===== config.mk =====
export PLATFORM = sky130hd
export DESIGN_NAME = divu_iter
export DESIGN_NICKNAME = d
export VERILOG_FILES = /design/src/rtl/divu_iter.sv
export SDC_FILE = /design/constraint.sdc
export NUM_CORES = 1
export LEC_CHECK = 0
export BUFFER_PORTS_ARGS = -buffer_cell sky130_fd_sc_hd__buf_2
export CORE_UTILIZATION = 52
export CTS_CLUSTER_DIAMETER = 50
export DETAILED_ROUTE_END_ITERATION = 10
export PLACE_DENSITY = 0.75
export SLEW_MARGIN = 20
export SYNTH_ARGS = -nofsm -noshare
export SYNTH_HDL_FRONTEND = slang
export SYNTH_SLANG_ARGS = --single-unit

===== constraint.sdc =====
create_clock -name clk -period 5.6 [get_ports clk]
set_input_delay 0.56 -clock clk [delete_from_list [all_inputs] [get_ports clk]]
set_output_delay 0.56 -clock clk [all_outputs]
set_load 0.05 [all_outputs]

===== src/rtl/divu_iter.sv =====
module divu_iter #(
  parameter int W = 32
) (
  input  logic         clk,
  input  logic         rst_n,
  input  logic         start,
  input  logic         nonrestore,
  input  logic [W-1:0] dividend,
  input  logic [W-1:0] divisor,
  output logic         busy,
  output logic         done,
  output logic         div_by_zero,
  output logic [W-1:0] hi,
  output logic [W-1:0] lo
);
  localparam int CW = $clog2(W + 1);

  typedef enum logic [1:0] {IDLE, RUN, FIX} st_t;

  st_t           st;
  logic          mode_q;
  logic [W:0]    rem;
  logic [W-1:0]  quo, dvs;
  logic [CW-1:0] cnt;

  wire [W+1:0] shl    = {rem, quo[W-1]};
  wire [W+1:0] dext   = {2'b00, dvs};
  wire         sub_op = ~mode_q | ~rem[W];
  wire [W+1:0] sum    = sub_op ? shl - dext : shl + dext;
  wire         neg    = sum[W+1];
  wire [W:0]   rem_nx = (!mode_q && neg) ? shl[W:0] : sum[W:0];
  wire         last   = (cnt == CW'(W - 1));

  assign busy = (st != IDLE);
  assign hi   = rem[W-1:0];
  assign lo   = quo;

  always_ff @(posedge clk or negedge rst_n) begin
    if (!rst_n) begin
      st          <= IDLE;
      mode_q      <= 1'b0;
      rem         <= '0;
      quo         <= '0;
      dvs         <= '0;
      cnt         <= '0;
      done        <= 1'b0;
      div_by_zero <= 1'b0;
    end else begin
      done <= 1'b0;
      unique case (st)
        IDLE: if (start) begin
          mode_q      <= nonrestore;
          dvs         <= divisor;
          div_by_zero <= (divisor == '0);
          cnt         <= '0;
          if (divisor == '0) begin
            rem  <= {1'b0, dividend};
            quo  <= '1;
            done <= 1'b1;
          end else begin
            rem <= '0;
            quo <= dividend;
            st  <= RUN;
          end
        end
        RUN: begin
          rem <= rem_nx;
          quo <= {quo[W-2:0], ~neg};
          cnt <= cnt + 1'b1;
          if (last) begin
            if (mode_q && neg) st <= FIX;
            else begin
              st   <= IDLE;
              done <= 1'b1;
            end
          end
        end
        FIX: begin
          rem  <= rem + {1'b0, dvs};
          st   <= IDLE;
          done <= 1'b1;
        end
        default: st <= IDLE;
      endcase
    end
  end
endmodule


======== Yosys cells after proc, flatten, opt, wreduce, memory -nomap -nowiden ========
Cells that the tools add are included.
word-level totals
  register bits after elaboration ......... 108
  output and inout bits ................... 67
cells by class
  $add $sub $neg .......................... 4
  equal/unequal tests ..................... 6
  mux-type cells .......................... 20
  bitwise logic cells ..................... 4
  reductions and logical operators ........ 12
operators with widths
  cell                 count
  $pmux 33 s3          1
  $mux 32              3
  $mux 33              2
  $pmux 32 s2          1
  $add 34x32->34       1
  $mux 34              1
  $sub 34x32->34       1
  $add 33x32->33       1
  $logic_not 32->1     1
  $pmux 6 s2           1
  $mux 2               4
  $add 6x1->6 const B  1
  $eq 6x5->1 const B   1
  $mux 6               1
  $ne 2x2->1 const B   3
  $reduce_and 2->1     3
  $mux 1               4
  $pmux 2 s2           1
  $reduce_bool 2->1    2
  $not 1->1            3
  $pmux 1 s3           1
  $reduce_and 3->1     1
  $reduce_bool 3->1    1
  $eq 2x1->1 const B   1
  other kinds (5)      6

======== Logic depth before layout (Yosys ltp) ========
Gate-level depths: netlist of run 1.
  word-level depth ........................ 7
  mapped depth ............................ 23

======== Least setup slack after synthesis of run 1 ========
OpenSTA, ideal clock, no wires.
  kind .................................... register -> register
  from .................................... reg dvs[9]
  to ...................................... reg rem[17]
  library setup time ...................... 0.132 ns
  arrival time ............................ 5.157 ns
  required time ........................... 5.468 ns
  path slack .............................. 0.311 ns
  stages on the path, launching flop included .. 21
  period minus slack after synthesis ...... 5.289 ns
  cells stage by stage .................... dfrtp_1 > or4_4 > or4_4 > or3_1 > nor2_1 > nand2_1 > nor4_2 > and3b_1 > a21oi_1 > xnor2_1 > ha_1 > a21o_1 > a211o_1 > o22ai_1 > a21oi_1 > a31oi_4 > mux2i_2 > buf_6 > mux2_2 > a221oi_1 > o21ai_0
between the ends
  word-level cells in the longest chain between the ends .. 5
ends and longest elaborated chain
  what                                              RTL line  source
  start: declaration                                23        logic [W-1:0] quo, dvs;
  start signal: assignment                          53        dvs <= divisor;
  $add 34x32->34 or $sub 34x32->34 (tied branches)  29        wire [W+1:0] sum = sub_op ? shl - dext : shl + dext;
  $mux 34                                           29
  $logic_and 1x1->1                                 31        wire [W:0] rem_nx = (!mode_q && neg) ? shl[W:0] : sum[W:0];
  $mux 33                                           31
  $pmux 33 s3 *                                     50        unique case (st)
  end signal: assignment                            57        rem <= {1'b0, dividend};
  end signal: assignment                            67        rem <= rem_nx;
  end signal: assignment                            79        rem <= rem + {1'b0, dvs};
  end: declaration                                  22        logic [W:0] rem;
Every way passes the cells marked *; elsewhere a longest branch is shown, timed or not.
A chain may end at the register's enable or synchronous reset.

======== Worst setup path in the final report of run 1 ========
  from .................................... reg dvs[6]
  to ...................................... reg rem[4]
between the ends
  word-level cells in the longest chain between the ends .. 5
ends and longest elaborated chain
  what                                              RTL line
  $add 34x32->34 or $sub 34x32->34 (tied branches)  29
  $mux 34 *                                         29
  $logic_and 1x1->1 *                               31
  $mux 33 *                                         31
  $pmux 33 s3 *                                     50
Marked as above.

==> key figures, run 1 <==
Floorplan
  – Core footprint: approximately 18000 um^2
  – Die width: 139.2 um
  – Io pins: 135
  – Std cell rows: 49
  – Initial Util: 0.5373
  – Die area: 19370 um^2
  – Die Y: 139.2 um

Clock network
  – Total CTS buffers: 9
  – Worst-path clk slew: 0.08 ns
  – CTS tree: built
  – Hold-fix buffers, CTS: 0
  – Clk sinks: about 110
  – CTS Buffer Depth: 2
  – H-tree levels: 3
  – CTS root buf: clkbuf_16
  – Clock latency on the worst-skew pair: about 0.36 ns

Global route
  – Initial antenna violation count: 0
  – Vias in the first global route: 8876
  – Top Usage Layer GRT: met2
  – Overflow after GRT: 0
  – First-pass GRT wire length: ~46 mm
  – Pin count of the biggest net entering global routing: 65
  – Met3 global-route usage: 0.03522
  – GR Util met2: 0.5181
  – Gr usage total: 0.3023
  – Grt met1 use: 0.3821

Placed design
  – PortBufs: 134
  – HPWL Detailed: around 22 mm
  – RD Place Congestion: 0.9517

Final layout
  – Fin nets: 1404
  – Most common cell after layout, fill and taps aside: buf_2
  – Synth-to-layout area growth: 13.01%
  – Ratio of cells with drive above 1 in the final layout: 0.2129
  – ANT cells: 0
  – Most frequent cells in the layout: buf_2, o21ai_0, nand2_1

Setup path
  – Largest delay contributor family on the critical path: simple AND/OR/NAND/NOR gates
  – CP cell instances: or4_4 -> or4_4 -> or3_4 -> nor2_4 -> nand2_2 -> nor4_4 -> and3b_2 -> a21oi_2 -> xnor2_1 -> ha_1 -> a21o_1 -> a211o_1 -> nor2_2 -> a21oi_2 -> a31oi_4 -> mux2i_4 -> buf_12 -> buf_4 -> mux2_2 -> a221oi_2 -> o21ai_1
  – CP Max Fanout: 6
  – Critical Path AT: 5.75 ns
  – Slowest-stage cell, CP: or4_4
  – WP buf/inv: 2
  – Critical Path RT: 5.85 ns
  – Startpoint Class: register
  – CP endpoint kind: register
  – Kind of critical path: register to register
  – Max stage delay on crit path: 0.55 ns

STA
  – Max Clock Freq: about 180 MHz
  – Clock Skews: 0.008423 ns
  – Final setup fails: 0
  – Slew Viols, Final: 0
  – Final period util: 0.9820
  – Tmin final: 5.499 ns
  – Fin. Hold Viols: 0
  – Slew HR: 0.2748
  – Slew @ Worst Pin: 1.087 ns
  – Setup tns final: 0 ns
  – Unrepaired setup endpoints after global routing: yes

Synthesis
  – Post-Syn Instances: 1171
  – Synth Register Bits: 108
  – Post-synth EDFFs: 0
  – Ys async rst share: 1.000
  – Yosys warnings: 0
  – Ys flop type: dfrtp_1
  – Number of distinct library cells after synthesis: slightly below 80
  – Netlist Area Pre-Place: 9783 um^2
  – Mean Syn Cell Area: 8.355 um^2
  – Register area share after synthesis: 0.2763
  – Mapped Nets: 1312

Detailed routing
  – Routed Antenna Nets: 0
  – Vias/cell: ~6.3
  – Avg WL per Cell: 19.88 um
  – Initial drt markers: ~800
  – DR vias: 9492
  – Final wirelength: between 20 and 30 mm
  – DRC Markers: 7
  – Router iterations before antenna repair: 10

Min path
  – Worst hold-check path type: input port to async pin

Outcome
  – Failing checks: design-rule violations
  – Status: complete, but fails checks

Run
  – Max Cap Viol: 0
[sequential cells by signal, indices dropped and copies added, names as in the netlist]
register	cells
rem	33
dvs	32
lo	32
cnt	6
st	2
div_by_zero	1
done	1
mode_q	1
[synthesized netlist by cell type, drive strengths merged, types with 21 or more instances]
cell type | count | area share
xor2 | 35 | 0.031
nor2 | 65 | 0.025
xnor2 | 50 | 0.046
nand3 | 21 | 0.011
o21ai | 130 | 0.067
buf | 40 | 0.030
inv | 23 | 0.0088
mux2 | 44 | 0.051
a21oi | 99 | 0.051
ha | 71 | 0.091
dfrtp | 108 | 0.28
a21o | 38 | 0.029
or3 | 39 | 0.025
clkbuf | 47 | 0.018
nand2 | 115 | 0.044
[final cells by class]
class                   instances  area, um^2
clock buffers                  11       242.7
clock inverters                 5       66.31
fillers                      1660        7153
inverters                      25       93.84
multi-input cells             951        6658
flip-flops and latches        108        2703
well taps                     229       286.5
repair buffers                168        1006
[worst paths after layout]
check                           slack (ns)   startpoint     endpoint  cells past startpoint
worst max register to register        0.10       dvs[6]       rem[4]                     21
max in group asynchronous             4.14        rst_n      rem[12]                      2
min in group clk                      0.43   nonrestore       mode_q                      2
worst min register to register        0.49  div_by_zero  div_by_zero                      2
worst min-delay path                  0.25        rst_n       cnt[2]                      1
worst max-delay path                  0.10       dvs[6]       rem[4]                     21
[logic make-up after synthesis]
family,count (synthesis),share of synthesized area
compound gates,412,0.2681
xor+xnor,85,0.07686
fa+ha+maj,73,0.09490
buf+inv,112,0.05806
flops,108,0.2762
mux,54,0.06126
simple gates,327,0.1646
[layer usage]
metal  vias to the layer above  routed length, um
met5                         -                  0
met2                       365              14540
met3                        96               1702
li1                       4508                  -
met1                      4523              12330
met4                         0               1197
[repair_timing]
item,CTS,global route
gates resized for setup,0,38
setup endpoints to repair,0,22
setup buffers,0,12
[stage by stage]
stage | hold slack (ns) | area [um^2] | utilization | setup slack (ns) | instances
finish | 0.2489 | 11060 | 0.6072 | 0.1006 | 1497
global route | 0.3080 | 11060 | 0.6072 | -0.06769 | 1497
CTS | 0.2727 | 10760 | 0.5909 | 0.03979 | 1482
detailed placement | 0.4861 | 10450 | 0.5740 | 0.05095 | 1466
global placement | 0.4572 | 10450 | 0.5740 | 0.2152 | 1466
floorplan | 0.2644 | 9783 | - | 0.3112 | 1171
Power of run 1 is not shown: default switching activity piles up to over one toggle a cycle in this logic, so the estimate is an artifact.
==> inputs of run 2 (changes only) <==
- CORE_MARGIN: not set -> 5
- GPL_TIMING_DRIVEN: not set -> 0
- PLACE_DENSITY: 0.75 -> 0.72
- clock period: 5.6 -> 6.1 ns (I/O delays scaled with it)
==> run 2 against run 1 <==
Compared with the run above:
- the flow now finishes without violations
- hold slack got worse by 0.094 ns
- clock-buffer cell count unchanged
- sequential share of layout area decreased by 0.16 points
- critical path depth increased by 2
- global-route usage decreased by 2.1 points
- critical endpoint is now rem[22]
- highest routed layer unchanged
==> key figures, run 2 (synthesis gave the netlist of run 1 again) <==
Run
  – Max Cap Viol: 0 (unchanged)

Clock network
  – CTS Buffer Depth: 2 (unchanged)
  – Hold-fix buffers, CTS: 0 (unchanged)
  – Total CTS buffers: 9 (unchanged)
  – CTS root buf: clkbuf_16 (unchanged)
  – H-tree levels: 3 (unchanged)
  – CTS tree: built (unchanged)
  – Worst-path clk slew: 0.08 ns (about the same)
  – Clock latency on the worst-skew pair: 0.37 ns (was 0.36 ns)
  – Clk sinks: 108 (unchanged)

Final layout
  – Most frequent cells in the layout: buf_2, o21ai_0, nand2_1 (unchanged)
  – Most common cell after layout, fill and taps aside: buf_2 (unchanged)
  – Fillers: 1764 (was 1660)
  – Ratio of cells with drive above 1 in the final layout: 0.1925 (was 0.2129)
  – Largest Register: rem (unchanged)
  – ANT cells: 0 (unchanged)
  – Fin nets: 1461 (was 1404)
  – Number of flip-flops in the largest register: 33 (unchanged)
  – Synth-to-layout area growth: 13.77% (was 13.01%)

Detailed routing
  – DRC Markers: 0 (was 7)
  – Routed Antenna Nets: 0 (unchanged)
  – Final wirelength: 31.19 mm (was 29.77 mm)
  – Initial drt markers: 765 (was 789)
  – DR vias: 9737 (was 9492)
  – Vias/cell: 6.246 (was 6.341)
  – Router iterations before antenna repair: 5 (was 10)
  – Avg WL per Cell: 20.00 um (was 19.88 um)

Min path
  – Worst hold-check path type: input port to async pin (unchanged)

STA
  – Slew @ Worst Pin: 0.9611 ns (was 1.087 ns)
  – Final setup fails: 0 (unchanged)
  – Min Hold Slack: 0.1546 ns (was 0.2489 ns)
  – Slew HR: 0.3593 (was 0.2748)
  – Tmin final: 5.778 ns (was 5.499 ns)
  – Slew Viols, Final: 0 (unchanged)
  – Max Clock Freq: 173.1 MHz (was 181.8 MHz)
  – Fin. Hold Viols: 0 (unchanged)
  – Clock Skews: 0.006731 ns (was 0.008423 ns)
  – Final period util: 0.9473 (was 0.9820)

Setup path
  – Max stage delay on crit path: 0.58 ns (was 0.55 ns)
  – Largest delay contributor family on the critical path: simple AND/OR/NAND/NOR gates (unchanged)
  – Slowest-stage cell, CP: or4_4 (unchanged)
  – Kind of critical path: register to register (unchanged)
  – Critical Path AT: 6.06 ns (was 5.75 ns)
  – Reg2Reg Setup Slack: 0.32 ns (was 0.10 ns)
  – CP endpoint kind: register (unchanged)
  – WP buf/inv: 4 (was 2)
  – CP Max Fanout: 10 (was 6)
  – Crit Reg-Reg Startpoint: dvs[9] (was dvs[6])
  – CP cell instances: or4_4 -> or4_4 -> or3_1 -> nor2_1 -> nand2_1 -> nor4_4 -> buf_4 -> a21oi_1 -> xnor2_1 -> ha_1 -> buf_2 -> a21o_1 -> a31o_2 -> a22oi_1 -> a21oi_1 -> a31oi_4 -> mux2i_4 -> buf_12 -> buf_6 -> nand2_1 -> o221ai_1 -> a21oi_1 -> o21ai_0 (was or4_4 -> or4_4 -> or3_4 -> nor2_4 -> nand2_2 -> nor4_4 -> and3b_2 -> a21oi_2 -> xnor2_1 -> ha_1 -> a21o_1 -> a211o_1 -> nor2_2 -> a21oi_2 -> a31oi_4 -> mux2i_4 -> buf_12 -> buf_4 -> mux2_2 -> a221oi_2 -> o21ai_1)
  – Crit path top cell by count: a21oi_1
  – FF-to-FF path depth: 23 (was 21)
  – Critical Path RT: 6.38 ns (was 5.85 ns)
  – Startpoint Class: register (unchanged)
  – Reg-to-reg endpoint: rem[22] (was rem[4])

Floorplan
  – Std cell rows: 50 (was 49)
  – Die Y: 147.2 um (was 139.2 um)
  – Core footprint: 18640 um^2 (was 18210 um^2)
  – Die width: 147.2 um (was 139.2 um)
  – Initial Util: 0.5248 (was 0.5373)
  – Io pins: 135 (unchanged)
  – Die area: 21660 um^2 (was 19370 um^2)

Global route
  – Initial antenna violation count: 0 (unchanged)
  – Pin count of the biggest net entering global routing: 65 (unchanged)
  – Overflow after GRT: 0 (unchanged)
  – Gr usage total: 0.2809 (was 0.3023)
  – Vias in the first global route: 9261 (was 8876)
  – First-pass GRT wire length: 48.91 mm (was 46.35 mm)

Placed design
  – RD Place Congestion: 0.9445 (was 0.9517)
  – HPWL Detailed: 24.82 mm (was 22.12 mm)
  – PortBufs: 134 (unchanged)

Outcome
  – Status: finished, final reports clean (was complete, but fails checks)
==> run 2: worst reg2reg max path, stage by stage, from the launching register on <==
cell and delay [ns]:
dfrtp_1 0.45, or4_4 0.58, or4_4 0.46, or3_1 0.39, nor2_1 0.11, nand2_1 0.14
nor4_4 0.30, buf_4 0.16, a21oi_1 0.07, xnor2_1 0.16, ha_1 0.27, buf_2 0.17
a21o_1 0.18, a31o_2 0.23, a22oi_1 0.24, a21oi_1 0.14, a31oi_4 0.24, mux2i_4 0.29
buf_12 0.16, buf_6 0.17, nand2_1 0.19, o221ai_1 0.28, a21oi_1 0.09, o21ai_0 0.20
==> run 2: timing repair <==
item                                    in CTS  in global routing
pin swaps                                    0                  3
setup buffers                                0                  3
endpoints found under the setup margin       5                 32
endpoints found under the hold margin        0                  0
resized for setup                            1                  3
==> run 2: worst max path at each step <==
stage          cells past startpoint  slack [ns]   start       to
6_report                          23        0.32  dvs[9]  rem[22]
5_1_grt                           21       -0.03  dvs[9]  rem[23]
4_1_cts                           20        0.17  dvs[9]  rem[17]
3_5_place_dp                      20       -0.03  dvs[9]  rem[17]
3_3_place_gp                      20        0.10  dvs[9]  rem[23]
2_1_floorplan                     20        0.81  dvs[9]  rem[17]
==> run 2: cell type report <==
class                           count  area (um^2)  area share
Tap cell                          234        292.8     0.02630
Clock buffer                       11        242.7     0.02181
Inverter                           25        93.84    0.008431
Clock inverter                      5        48.80    0.004384
Timing Repair Buffer              138        739.5     0.06643
Sequential cell                   108         2703      0.2428
Multi-Input combinational cell    951         6536      0.5872
Buffer                             87        474.2     0.04260
==> run 2: metrics by stage <==
stage	utilization	TNS, ns	setup WS, ns	cell area (um^2)	cells
floorplan	-	0	0.8112	9783	1171
global placement	0.5764	0	0.1015	10750	1539
detailed placement	0.5783	-0.05874	-0.03047	10780	1540
CTS	0.5944	0	0.1694	11080	1556
global route	0.5970	-0.07750	-0.02910	11130	1559
finish	0.5970	0	0.3218	11130	1559
==> run 2: per-layer routing <==
layer  global-route usage  part of all wire  routed length [um]
met1               0.3637              0.42               13150
met2               0.4753              0.48               15120
met3              0.04473             0.062                1922
met4               0.1034             0.032                 993
met5                    0                 0                   0
Power of run 2 is left out for the same reason.
==> inputs of run 3 (changes only) <==
- REMOVE_ABC_BUFFERS: not set -> 1
==> run 3 against run 2 <==
Compared with the run above:
- global-route usage decreased by 1.8 points
- utilization fell by 1.4 points
- first-iteration DRC count shrank 12%
- critical endpoint is now rem[11]
==> key figures, run 3 (synthesis gave the netlist of run 1 again) <==
Outcome
  – Status: finished, final reports clean (unchanged)

Global route
  – Gr usage total: 0.2626 (was 0.2809)
  – Pin count of the biggest net entering global routing: 68 (was 65)
  – Initial antenna violation count: 0 (unchanged)
  – First-pass GRT wire length: 46.37 mm (was 48.91 mm)
  – Overflow after GRT: 0 (unchanged)
  – Vias in the first global route: 9093 (was 9261)

Floorplan
  – Io pins: 135 (unchanged)
  – Die Y: 147.2 um (unchanged)
  – Initial Util: 0.5248 (unchanged)
  – Die area: 21660 um^2 (unchanged)
  – Die width: 147.2 um (unchanged)
  – Core footprint: 18640 um^2 (unchanged)
  – Std cell rows: 50 (unchanged)

Placed design
  – HPWL Detailed: 22.43 mm (was 24.82 mm)
  – Dpl cells: 1460 (was 1540)
  – Placed inst area: 10510 um^2 (was 10780 um^2)
  – Place WS: -0.1297 ns (was -0.03047 ns)
  – PortBufs: 134 (unchanged)
  – RD Place Congestion: 0.9667 (was 0.9445)

Clock network
  – Clock latency on the worst-skew pair: 0.37 ns (about the same)
  – CTS tree: built (unchanged)
  – CTS Buffer Depth: 2 (unchanged)
  – CTS root buf: clkbuf_16 (unchanged)
  – H-tree levels: 3 (unchanged)
  – Total CTS buffers: 9 (unchanged)
  – Worst-path clk slew: 0.08 ns (about the same)
  – Clk sinks: 108 (unchanged)

Final layout
  – Fin cells: 1483 (was 1559)
  – Most common cell after layout, fill and taps aside: buf_2 (unchanged)
  – Ratio of cells with drive above 1 in the final layout: 0.1873 (was 0.1925)
  – Number of flip-flops in the largest register: 33 (unchanged)
  – Largest Register: rem (unchanged)
  – Synth-to-layout area growth: 11.05% (was 13.77%)
  – Most frequent cells in the layout: buf_2, o21ai_0, nand2_1 (unchanged)
  – Fin nets: 1385 (was 1461)
  – ANT cells: 0 (unchanged)
  – Final instance area: 10860 um^2 (was 11130 um^2)

Detailed routing
  – Router iterations before antenna repair: 5 (unchanged)
  – Routed Antenna Nets: 0 (unchanged)
  – Vias/cell: 6.289 (was 6.246)
  – Avg WL per Cell: 19.52 um (was 20.00 um)
  – Initial drt markers: 677 (was 765)
  – Final wirelength: 28.96 mm (was 31.19 mm)
  – DR vias: 9327 (was 9737)
  – DRC Markers: 0 (unchanged)

Setup path
  – CP Max Fanout: 20 (was 10)
  – CP endpoint kind: register (unchanged)
  – Crit Reg-Reg Startpoint: dvs[9] (unchanged)
  – Kind of critical path: register to register (unchanged)
  – Critical Path RT: 6.34 ns (was 6.38 ns)
  – Startpoint Class: register (unchanged)
  – Critical Path AT: 6.05 ns (was 6.06 ns)
  – CP startpoint: dvs[9] (unchanged)

STA
  – Fin. Hold Viols: 0 (unchanged)
  – Clock Skews: 0.008589 ns (was 0.006731 ns)
  – Final period util: 0.9516 (was 0.9473)
  – Min Hold Slack: 0.1382 ns (was 0.1546 ns)
  – Tmin final: 5.805 ns (was 5.778 ns)
  – Setup WS post-layout: 0.2952 ns (was 0.3218 ns)
  – Slew HR: 0.2889 (was 0.3593)
  – Max Clock Freq: 172.3 MHz (was 173.1 MHz)
  – Final setup fails: 0 (unchanged)
  – Slew Viols, Final: 0 (unchanged)
  – Slew @ Worst Pin: 1.065 ns (was 0.9611 ns)

Min path
  – Worst hold-check path type: input port to async pin (unchanged)

Run
  – Max Cap Viol: 0 (unchanged)
run 3: what timing repair did:
| item | in CTS | in global routing |
|---|---|---|
| gates resized for setup | 0 | 6 |
| endpoints found under the setup margin | 5 | 13 |
| cloned | 0 | 0 |
| setup buffers | 4 | 3 |
| hold buffers | 0 | 0 |
| pin swaps | 0 | 1 |
run 3: worst paths after layout:
kind,to,slack (ns),cells after the start
worst min-delay path,lo[29],0.14,1
min in group clk,mode_q,0.48,2
worst max register to register,rem[11],0.30,20
max in group asynchronous,rem[10],5.26,2
worst max-delay path,rem[11],0.30,20
worst min register to register,div_by_zero,0.49,2
run 3: cell type report:
cell class,count,area [um^2]
Clock buffer,10,229.0
Clock inverter,6,56.30
Fill cell,1712,7779
Inverter,25,95.09
Multi-Input combinational cell,951,6566
Sequential cell,108,2703
Tap cell,234,292.8
Timing Repair Buffer,149,922.1
run 3: layer usage:
layer / track usage / share of wire / routed length [um]
met2: 0.4615 / 0.49 / 14280
met4: 0.1002 / 0.033 / 954
met1: 0.3314 / 0.42 / 12290
met3: 0.03023 / 0.049 / 1424
met5: 0 / 0 / 0
run 3: worst max-delay path, cell delays in order, from the launching register on:
cell and delay (ns):
dfrtp_1 0.45, or4_4 0.58, or4_4 0.45, or3_1 0.40, nor2_1 0.12, nand2_1 0.15
nor4_4 0.27, and3b_2 0.26, a21oi_1 0.09, xnor2_1 0.17, ha_1 0.36, a21o_1 0.21
a211o_1 0.31, o22ai_1 0.15, a21oi_1 0.09, a31oi_4 0.22, mux2i_4 0.38, buf_16 0.20
mux2_2 0.34, a221oi_1 0.34, o21ai_0 0.15
run 3: stage by stage:
step / setup TNS [ns] / util
6_report: 0 / 0.5828
5_1_grt: -0.1293 / 0.5828
4_1_cts: 0 / 0.5804
3_5_place_dp: -0.3233 / 0.5635
3_3_place_gp: -23.91 / 0.5510
2_1_floorplan: 0 / -
Power of run 3 is left out for the same reason.
